**src/rtl/scint_trig_pkg.sv**
```systemverilog
package scint_trig_pkg;
    localparam logic [15:0] CTRL_AND = 16'hC0F0;
    localparam logic [15:0] CTRL_OR  = 16'hC0FE;

    typedef enum logic [1:0] {
        MODE_OFF,
        MODE_AND,
        MODE_OR
    } comb_mode_e;

    typedef enum logic [1:0] {
        ST_OFF,
        ST_ARMED,
        ST_FIRE,
        ST_HOLD
    } trig_state_e;
endpackage

```
**src/rtl/sct_regs.sv**
```systemverilog
module sct_regs
    import scint_trig_pkg::*;
#(
    parameter int NIN    = 32,
    parameter int BARS   = 8,
    parameter int LEN_W  = 4,
    parameter int ADDR_W = 2
) (
    input  logic                clk,
    input  logic                rst_n,
    input  logic                wr,
    input  logic [ADDR_W-1:0]   addr,
    input  logic [NIN-1:0]      wdata,
    output logic [NIN-1:0]      in_mask,
    output logic [2*BARS-1:0]   trg_mask,
    output comb_mode_e          mode,
    output logic [LEN_W-1:0]    len
);
    logic [15:0] ctrl_q;

    always_ff @(posedge clk) begin
        if (!rst_n) begin
            in_mask  <= '0;
            trg_mask <= '0;
            ctrl_q   <= '0;
            len      <= LEN_W'(1);
        end else if (wr) begin
            case (addr)
                ADDR_W'(0): in_mask  <= wdata;
                ADDR_W'(1): trg_mask <= wdata[2*BARS-1:0];
                ADDR_W'(2): ctrl_q   <= wdata[15:0];
                default:    len      <= (wdata[LEN_W-1:0] == '0) ? LEN_W'(1)
                                                                 : wdata[LEN_W-1:0];
            endcase
        end
    end

    always_comb begin
        if (ctrl_q == CTRL_AND)     mode = MODE_AND;
        else if (ctrl_q == CTRL_OR) mode = MODE_OR;
        else                        mode = MODE_OFF;
    end


    len_nonzero_chk: assert property (@(posedge clk) disable iff (!rst_n)
        len != '0);
endmodule

```
**src/rtl/sct_front.sv**
```systemverilog
module sct_front #(
    parameter int NIN   = 32,
    parameter int LEN_W = 4
) (
    input  logic              clk,
    input  logic              rst_n,
    input  logic [NIN-1:0]    hit_in,
    input  logic [NIN-1:0]    in_mask,
    input  logic [LEN_W-1:0]  len,
    output logic [NIN-1:0]    tdc_out,
    output logic [NIN-1:0]    stretched
);
    logic [NIN-1:0] sync1, sync2;

    always_ff @(posedge clk) begin
        if (!rst_n) begin
            sync1 <= '0;
            sync2 <= '0;
        end else begin
            sync1 <= hit_in;
            sync2 <= sync1;
        end
    end

    assign tdc_out = sync2 & in_mask;

    for (genvar i = 0; i < NIN; i++) begin : g_str
        logic [LEN_W-1:0] cnt;
        always_ff @(posedge clk) begin
            if (!rst_n)           cnt <= '0;
            else if (tdc_out[i])  cnt <= len;
            else if (cnt != '0)   cnt <= cnt - LEN_W'(1);
        end
        assign stretched[i] = (cnt != '0);


        stretch_load_chk: assert property (@(posedge clk) disable iff (!rst_n)
            tdc_out[i] |=> (cnt == $past(len)));

        masked_quiet_chk: assert property (@(posedge clk) disable iff (!rst_n)
            !in_mask[i] |-> !tdc_out[i]);
    end
endmodule

```
**src/rtl/sct_groups.sv**
```systemverilog
module sct_groups #(
    parameter int BARS = 8
) (
    input  logic              clk,
    input  logic              rst_n,
    input  logic [4*BARS-1:0] stretched,
    input  logic [2*BARS-1:0] trg_mask,
    output logic [1:0]        grp
);
    localparam int PER_GRP = 2 * BARS;

    logic [2*BARS-1:0] bars;

    for (genvar g = 0; g < 2; g++) begin : g_grp
        for (genvar n = 0; n < BARS; n++) begin : g_bar
            assign bars[g*BARS + n] = stretched[g*PER_GRP + n]
                                    & stretched[g*PER_GRP + n + BARS];
        end

        logic any_hit;
        assign any_hit = |(bars[g*BARS +: BARS] & trg_mask[g*BARS +: BARS]);

        always_ff @(posedge clk) begin
            if (!rst_n) grp[g] <= 1'b0;
            else        grp[g] <= any_hit;
        end


        grp_source_chk: assert property (@(posedge clk) disable iff (!rst_n)
            grp[g] |-> $past(|(trg_mask[g*BARS +: BARS])));
    end
endmodule

```
**src/rtl/sct_trig_fsm.sv**
```systemverilog
module sct_trig_fsm
    import scint_trig_pkg::*;
(
    input  logic        clk,
    input  logic        rst_n,
    input  comb_mode_e  mode,
    input  logic        grp_a,
    input  logic        grp_b,
    output logic        trig
);
    trig_state_e state, nxt;
    logic cond;

    always_comb begin
        unique case (mode)
            MODE_AND: cond = grp_a & grp_b;
            MODE_OR:  cond = grp_a | grp_b;
            default:  cond = 1'b0;
        endcase
    end

    always_ff @(posedge clk) begin
        if (!rst_n) state <= ST_OFF;
        else        state <= nxt;
    end

    always_comb begin
        nxt = state;
        if (mode == MODE_OFF) begin
            nxt = ST_OFF;
        end else begin
            unique case (state)
                ST_OFF:   nxt = ST_ARMED;
                ST_ARMED: nxt = cond ? ST_FIRE : ST_ARMED;
                ST_FIRE:  nxt = cond ? ST_HOLD : ST_ARMED;
                ST_HOLD:  nxt = cond ? ST_HOLD : ST_ARMED;
                default:  nxt = ST_OFF;
            endcase
        end
    end

    always_comb begin
        trig = (state == ST_FIRE);
    end


    one_pulse_chk: assert property (@(posedge clk) disable iff (!rst_n)
        trig |=> !trig);

    trig_cause_chk: assert property (@(posedge clk) disable iff (!rst_n)
        trig |-> $past(cond));

    off_quiet_chk: assert property (@(posedge clk) disable iff (!rst_n)
        (mode == MODE_OFF) |=> !trig);
endmodule

```
**src/rtl/scint_coinc_trigger.sv**
```systemverilog
module scint_coinc_trigger
    import scint_trig_pkg::*;
#(
    parameter int BARS   = 8,
    parameter int LEN_W  = 4,
    parameter int ADDR_W = 2
) (
    input  logic                clk,
    input  logic                rst_n,
    input  logic [4*BARS-1:0]   hit_in,
    input  logic                cfg_wr,
    input  logic [ADDR_W-1:0]   cfg_addr,
    input  logic [4*BARS-1:0]   cfg_wdata,
    output logic [4*BARS-1:0]   tdc_out,
    output logic                grp_a,
    output logic                grp_b,
    output logic                trig_out
);
    localparam int NIN = 4 * BARS;

    logic [NIN-1:0]    in_mask;
    logic [2*BARS-1:0] trg_mask;
    comb_mode_e        mode;
    logic [LEN_W-1:0]  len;
    logic [NIN-1:0]    stretched;
    logic [1:0]        grp;

    sct_regs #(.NIN(NIN), .BARS(BARS), .LEN_W(LEN_W), .ADDR_W(ADDR_W)) regs_i (
        .clk(clk), .rst_n(rst_n), .wr(cfg_wr), .addr(cfg_addr), .wdata(cfg_wdata),
        .in_mask(in_mask), .trg_mask(trg_mask), .mode(mode), .len(len)
    );

    sct_front #(.NIN(NIN), .LEN_W(LEN_W)) front_i (
        .clk(clk), .rst_n(rst_n), .hit_in(hit_in), .in_mask(in_mask), .len(len),
        .tdc_out(tdc_out), .stretched(stretched)
    );

    sct_groups #(.BARS(BARS)) groups_i (
        .clk(clk), .rst_n(rst_n), .stretched(stretched), .trg_mask(trg_mask),
        .grp(grp)
    );

    assign grp_a = grp[0];
    assign grp_b = grp[1];

    sct_trig_fsm fsm_i (
        .clk(clk), .rst_n(rst_n), .mode(mode), .grp_a(grp_a), .grp_b(grp_b),
        .trig(trig_out)
    );
endmodule

```
**config.mk**
```make
export PLATFORM = sky130hd
export DESIGN_NAME = scint_coinc_trigger
export DESIGN_NICKNAME = d
export VERILOG_FILES = /design/src/rtl/scint_trig_pkg.sv /design/src/rtl/sct_regs.sv /design/src/rtl/sct_front.sv /design/src/rtl/sct_groups.sv /design/src/rtl/sct_trig_fsm.sv /design/src/rtl/scint_coinc_trigger.sv
export SDC_FILE = /design/constraint.sdc
export NUM_CORES = 1
export LEC_CHECK = 0
export BUFFER_PORTS_ARGS = -buffer_cell sky130_fd_sc_hd__buf_2
export CAP_MARGIN = 20
export CORE_MARGIN = 1.5
export CORE_UTILIZATION = 50
export CTS_CLUSTER_DIAMETER = 60
export CTS_CLUSTER_SIZE = 25
export DETAILED_ROUTE_END_ITERATION = 6
export GPL_ROUTABILITY_DRIVEN = 1
export PLACE_DENSITY = 0.72
export SYNTH_ARGS = -nofsm -noshare
export SYNTH_HDL_FRONTEND = slang
export SYNTH_SLANG_ARGS = --single-unit
```
**constraint.sdc**
```tcl
create_clock -name clk -period 1.5 [get_ports clk]
set_clock_uncertainty 0.2 [all_clocks]
set_input_delay 0.15 -clock clk [delete_from_list [all_inputs] [get_ports clk]]
set_output_delay 0.15 -clock clk [all_outputs]
set_load 0.02 [all_outputs]
```
==> metrics.sh <==
MAX_FREQ_MHz=560
CRIT_PATH_MAX_FANOUT=4
PORT-BUFFER-COUNT=103
CTS_BUFFERS=21
POWER.IR.VDD_WORST_mV=1.19
GRT_PASS1_WL_MM=57.3
DETAILROUTE.VIA_COUNT=12800
PLACEMENTROWS=54
GRT_MAX_DEGREE=54
NETLIST_TOP_CELLS_AREA='sky130_fd_sc_hd__dfxtp_1, sky130_fd_sc_hd__nand2_1, sky130_fd_sc_hd__a21oi_1'
AVERAGE_DETAILED_ROUTED_WIRE_LENGTH_PER_INSTANCE_UM=21.8
POST-ROUTE-MIN-PERIOD_NS=1.79
FLOORPLAN.CORE_AREA_UM2=22000
SETUP.WORST_PATH.END_CLASS='register'
SLEW_VIOLATIONS=0
CLKTRANSATPATHREGS_NS=0.09
FINAL_NETS=1931
CLOCK_TREE.HTREE_LEVEL_COUNT=1
FIRST_PASS_ITERS=6
SYN_NETS=1468
SYN_INST=1367
GR-TOTAL-OVERFLOW=0
WORSTREGTOREGCELLS=5
CRITICAL_PATH_ARRIVAL_NS=1.94
SYNTHDISTINCTLIBCELLS=40
CRITICAL_PATH.SLOWEST_CELL='sky130_fd_sc_hd__or3b_4'
SYN_AREA_PER_CELL_UM2=8.31
SYNTH-MAIN-FF-CELL='sky130_fd_sc_hd__dfxtp_1'
GRT_ANTENNA_BEFORE_REPAIR=0
DRIVE_ABOVE_1_SHARE_PCT=48.7
FINAL_WORST_PATH_CYCLE_SHARE_PCT=119
UNREPAIRED_SETUP_ENDPOINTS_AFTER_GLOBAL_ROUTING='yes'
PLACE.DETAILED.HPWL_MM=19.3
CAP_VIOLATIONS=0
SYNTH_SEQUENTIAL_AREA_RATIO_PCT=46.6
START_UTIL_PCT=51.5
VIOLATIONS_IN_THE_FINAL_REPORTS='setup timing'
TIGHTEST_SLEW_NS=0.998
TOTAL_POWER_mW=35.1
DRC=0
GRT_PASS1_VIAS=11700
POWER.STATIC_LEAKAGE_nW=8.05
DIEHEIGHT_UM=154
DRT_ITER0_DRC=1183
DESIGN.DIE.AREA_UM2=23600
CLKLATENCYLATEPIN_NS=0.54
HOLD_CLASS='input pin to register'
CTS_TREE='done'
YOSYS_REGISTER_BITS=264
CRITICAL_PATH_CLASS='register to register'
GP_ROUTABILITY_CONGESTION=0.814
ROOT_BUFFER='sky130_fd_sc_hd__clkbuf_16'
GR-USAGE-ALL-LAYERS_PCT=30.0
ASYNCSETRESETFLOPFRACSYNTH_PCT=0
OUTCOME='finished, violations left'
STARTPOINT_CLASS='register'
PLACE_WORST_SETUP_SLACK_NS=-0.129
YOSYSTOPAREACELLSHARE_PCT=46.6
FLOORPLAN.DIE.WIDTH_UM=154
WORST_SLEW_MARGIN_REL_PCT=33.5
DETAIL_ROUTE.WIRELENGTH_MM=46.4
CRITPATHMAXSTAGEDELAY_NS=0.42
NUM_IO_PINS=104
FINAL_HOLD_VIOL_COUNT=0
HOLD-PATH-CELL-COUNT=4
YOSYSWARNINGCOUNT=0
REQUIRED_NS=1.66
CRITICAL_PATH.CELL_CHAIN='inv_2 > ha_4 > or3b_4 > o211ai_1 > a21oi_1'
POSTLAYOUTSETUPSLACKWORST_NS=-0.286
CLOCK_SINKS=264
EDFF_COUNT_SYNTH=0
SYNTH.LARGEST_AREA_CELL='sky130_fd_sc_hd__dfxtp_1'
POST_SYN_AREA_UM2=11400
FINAL_COMMON_CELL='sky130_fd_sc_hd__nand2_1'
LAYOUT-AREA-OVERHEAD-VS-SYNTH_PCT=62.0
SETUP_VIOLATIONS=105
CLOCK_TREE.BUFFER_DEPTH=3
ROUTED_VIA_DENSITY=6.00
POWER_DENSITY_nW_PER_UM2=1910
FINAL_CELL_MIX='sky130_fd_sc_hd__nand2_1, sky130_fd_sc_hd__buf_4, sky130_fd_sc_hd__dfxtp_1'
ANT_NETS=0
-- synth_stat cells, types with 2 or more instances --
cell	n
sky130_fd_sc_hd__a211o_1	16
sky130_fd_sc_hd__dfxtp_1	264
sky130_fd_sc_hd__mux2i_1	3
sky130_fd_sc_hd__a211oi_1	36
sky130_fd_sc_hd__ha_1	32
sky130_fd_sc_hd__buf_2	5
sky130_fd_sc_hd__nand2b_1	25
sky130_fd_sc_hd__o211ai_1	17
sky130_fd_sc_hd__xnor2_1	32
sky130_fd_sc_hd__nor3_1	35
sky130_fd_sc_hd__nor2_1	78
sky130_fd_sc_hd__and2_1	64
sky130_fd_sc_hd__a21oi_1	160
sky130_fd_sc_hd__inv_1	100
sky130_fd_sc_hd__o21ai_0	7
sky130_fd_sc_hd__a31oi_1	4
sky130_fd_sc_hd__nand3b_1	26
sky130_fd_sc_hd__mux2_2	4
sky130_fd_sc_hd__nand2_1	278
sky130_fd_sc_hd__clkbuf_1	49
sky130_fd_sc_hd__buf_1	3
sky130_fd_sc_hd__nor3b_2	17
sky130_fd_sc_hd__or3_1	32
sky130_fd_sc_hd__a32oi_1	8
sky130_fd_sc_hd__a41oi_1	2
sky130_fd_sc_hd__nor2b_1	16
sky130_fd_sc_hd__a311oi_1	25
sky130_fd_sc_hd__or3b_1	17
-- worst paths after layout --
kind	start	to	slack [ns]
setup / recovery	front_i.g_str[12].cnt[1]$_SDFFE_PN0P_	front_i.g_str[12].cnt[1]$_SDFFE_PN0P_	-0.29
setup reg to reg	front_i.g_str[12].cnt[1]$_SDFFE_PN0P_	front_i.g_str[12].cnt[1]$_SDFFE_PN0P_	-0.29
hold / removal	rst_n	fsm_i.state[1]$_SDFF_PP0_	0.003
hold reg to reg	front_i.sync1[11]$_SDFF_PN0_	front_i.sync2[11]$_SDFF_PN0_	0.24
-- stage by stage --
step           hold WS (ns)  std cells  area, µm²  TNS, ns  util (%)
2_1_floorplan        0.0773       1367      11700   -0.139         -
3_3_place_gp          0.155       1820      13400    -1.20      61.0
3_5_place_dp          0.158       1820      13400    -2.88      61.0
4_1_cts             -0.0361       2044      17000    -2.43      77.2
5_1_grt              0.0246       2125      18400   -13.69      83.5
6_report            0.00252       2126      18400    -8.83      83.5
-- flip-flops by register name (all words and copies together) (netlist names) --
signal,count
front_i.sync2,32
groups_i.grp,2
fsm_i.state,2
front_i.sync1,32
regs_i.len,4
regs_i.trg_mask,16
regs_i.ctrl_q,16
front_i.g_str.cnt,128
regs_i.in_mask,32
-- worst max-delay path: cells and delay by family, from the launching register on --
kind / cells / cell delay (ns)
adder cells (fa/ha/maj): 1 / 0.13
flip-flops: 1 / 0.34
AO/OA/AOI/OAI: 2 / 0.43
buffers and inverters: 1 / 0.08
AND/OR/NAND/NOR: 1 / 0.42
-- layer usage --
layer	wire (µm)	track usage [%]	share of wire [%]	up-vias
met4	3220	13.4	6.9	0
met1	16400	35.2	35	6064
met5	0	0	0	-
met2	22700	53.6	49	834
li1	-	-	-	5543
met3	4080	5.30	8.8	310
-- power breakdown --
part | leakage [nW] | internal [mW] | switching, mW | total, mW
Clock | 0.367 | 3.14 | 3.16 | 6.30
Sequential | 2.21 | 8.66 | 1.62 | 10.3
Combinational | 5.47 | 10.1 | 8.38 | 18.5
-- what timing repair did --
action	4_1_cts	5_1_grt
setup endpoints to repair	119	153
endpoints found under the hold margin	129	4
setup buffers	65	80
gates cloned	0	0
gates resized for setup	389	188
pin swaps	153	160
hold buffers	121	3
-- final cells by class --
cell class,count,area (µm²)
inverters,101,434
flip-flops and latches,264,5450
clock buffers,22,529
clock inverters,16,243
repair buffers,497,4280
well taps,280,350
fillers,1024,3630
multi-input cells,945,7110
diodes,1,2.50
-- kinds of logic after synthesis --
kind of cell | share of synthesized area (%)
AOI/OAI and AO/OA | 15.1
DFF | 46.6
and+or+nand+nor | 26.3
muxes | 0.661
adders and majority gates | 3.63
buffers and inverters | 5.28
xor gates and xnor gates | 2.47
(Power assumes the default switching activity.)
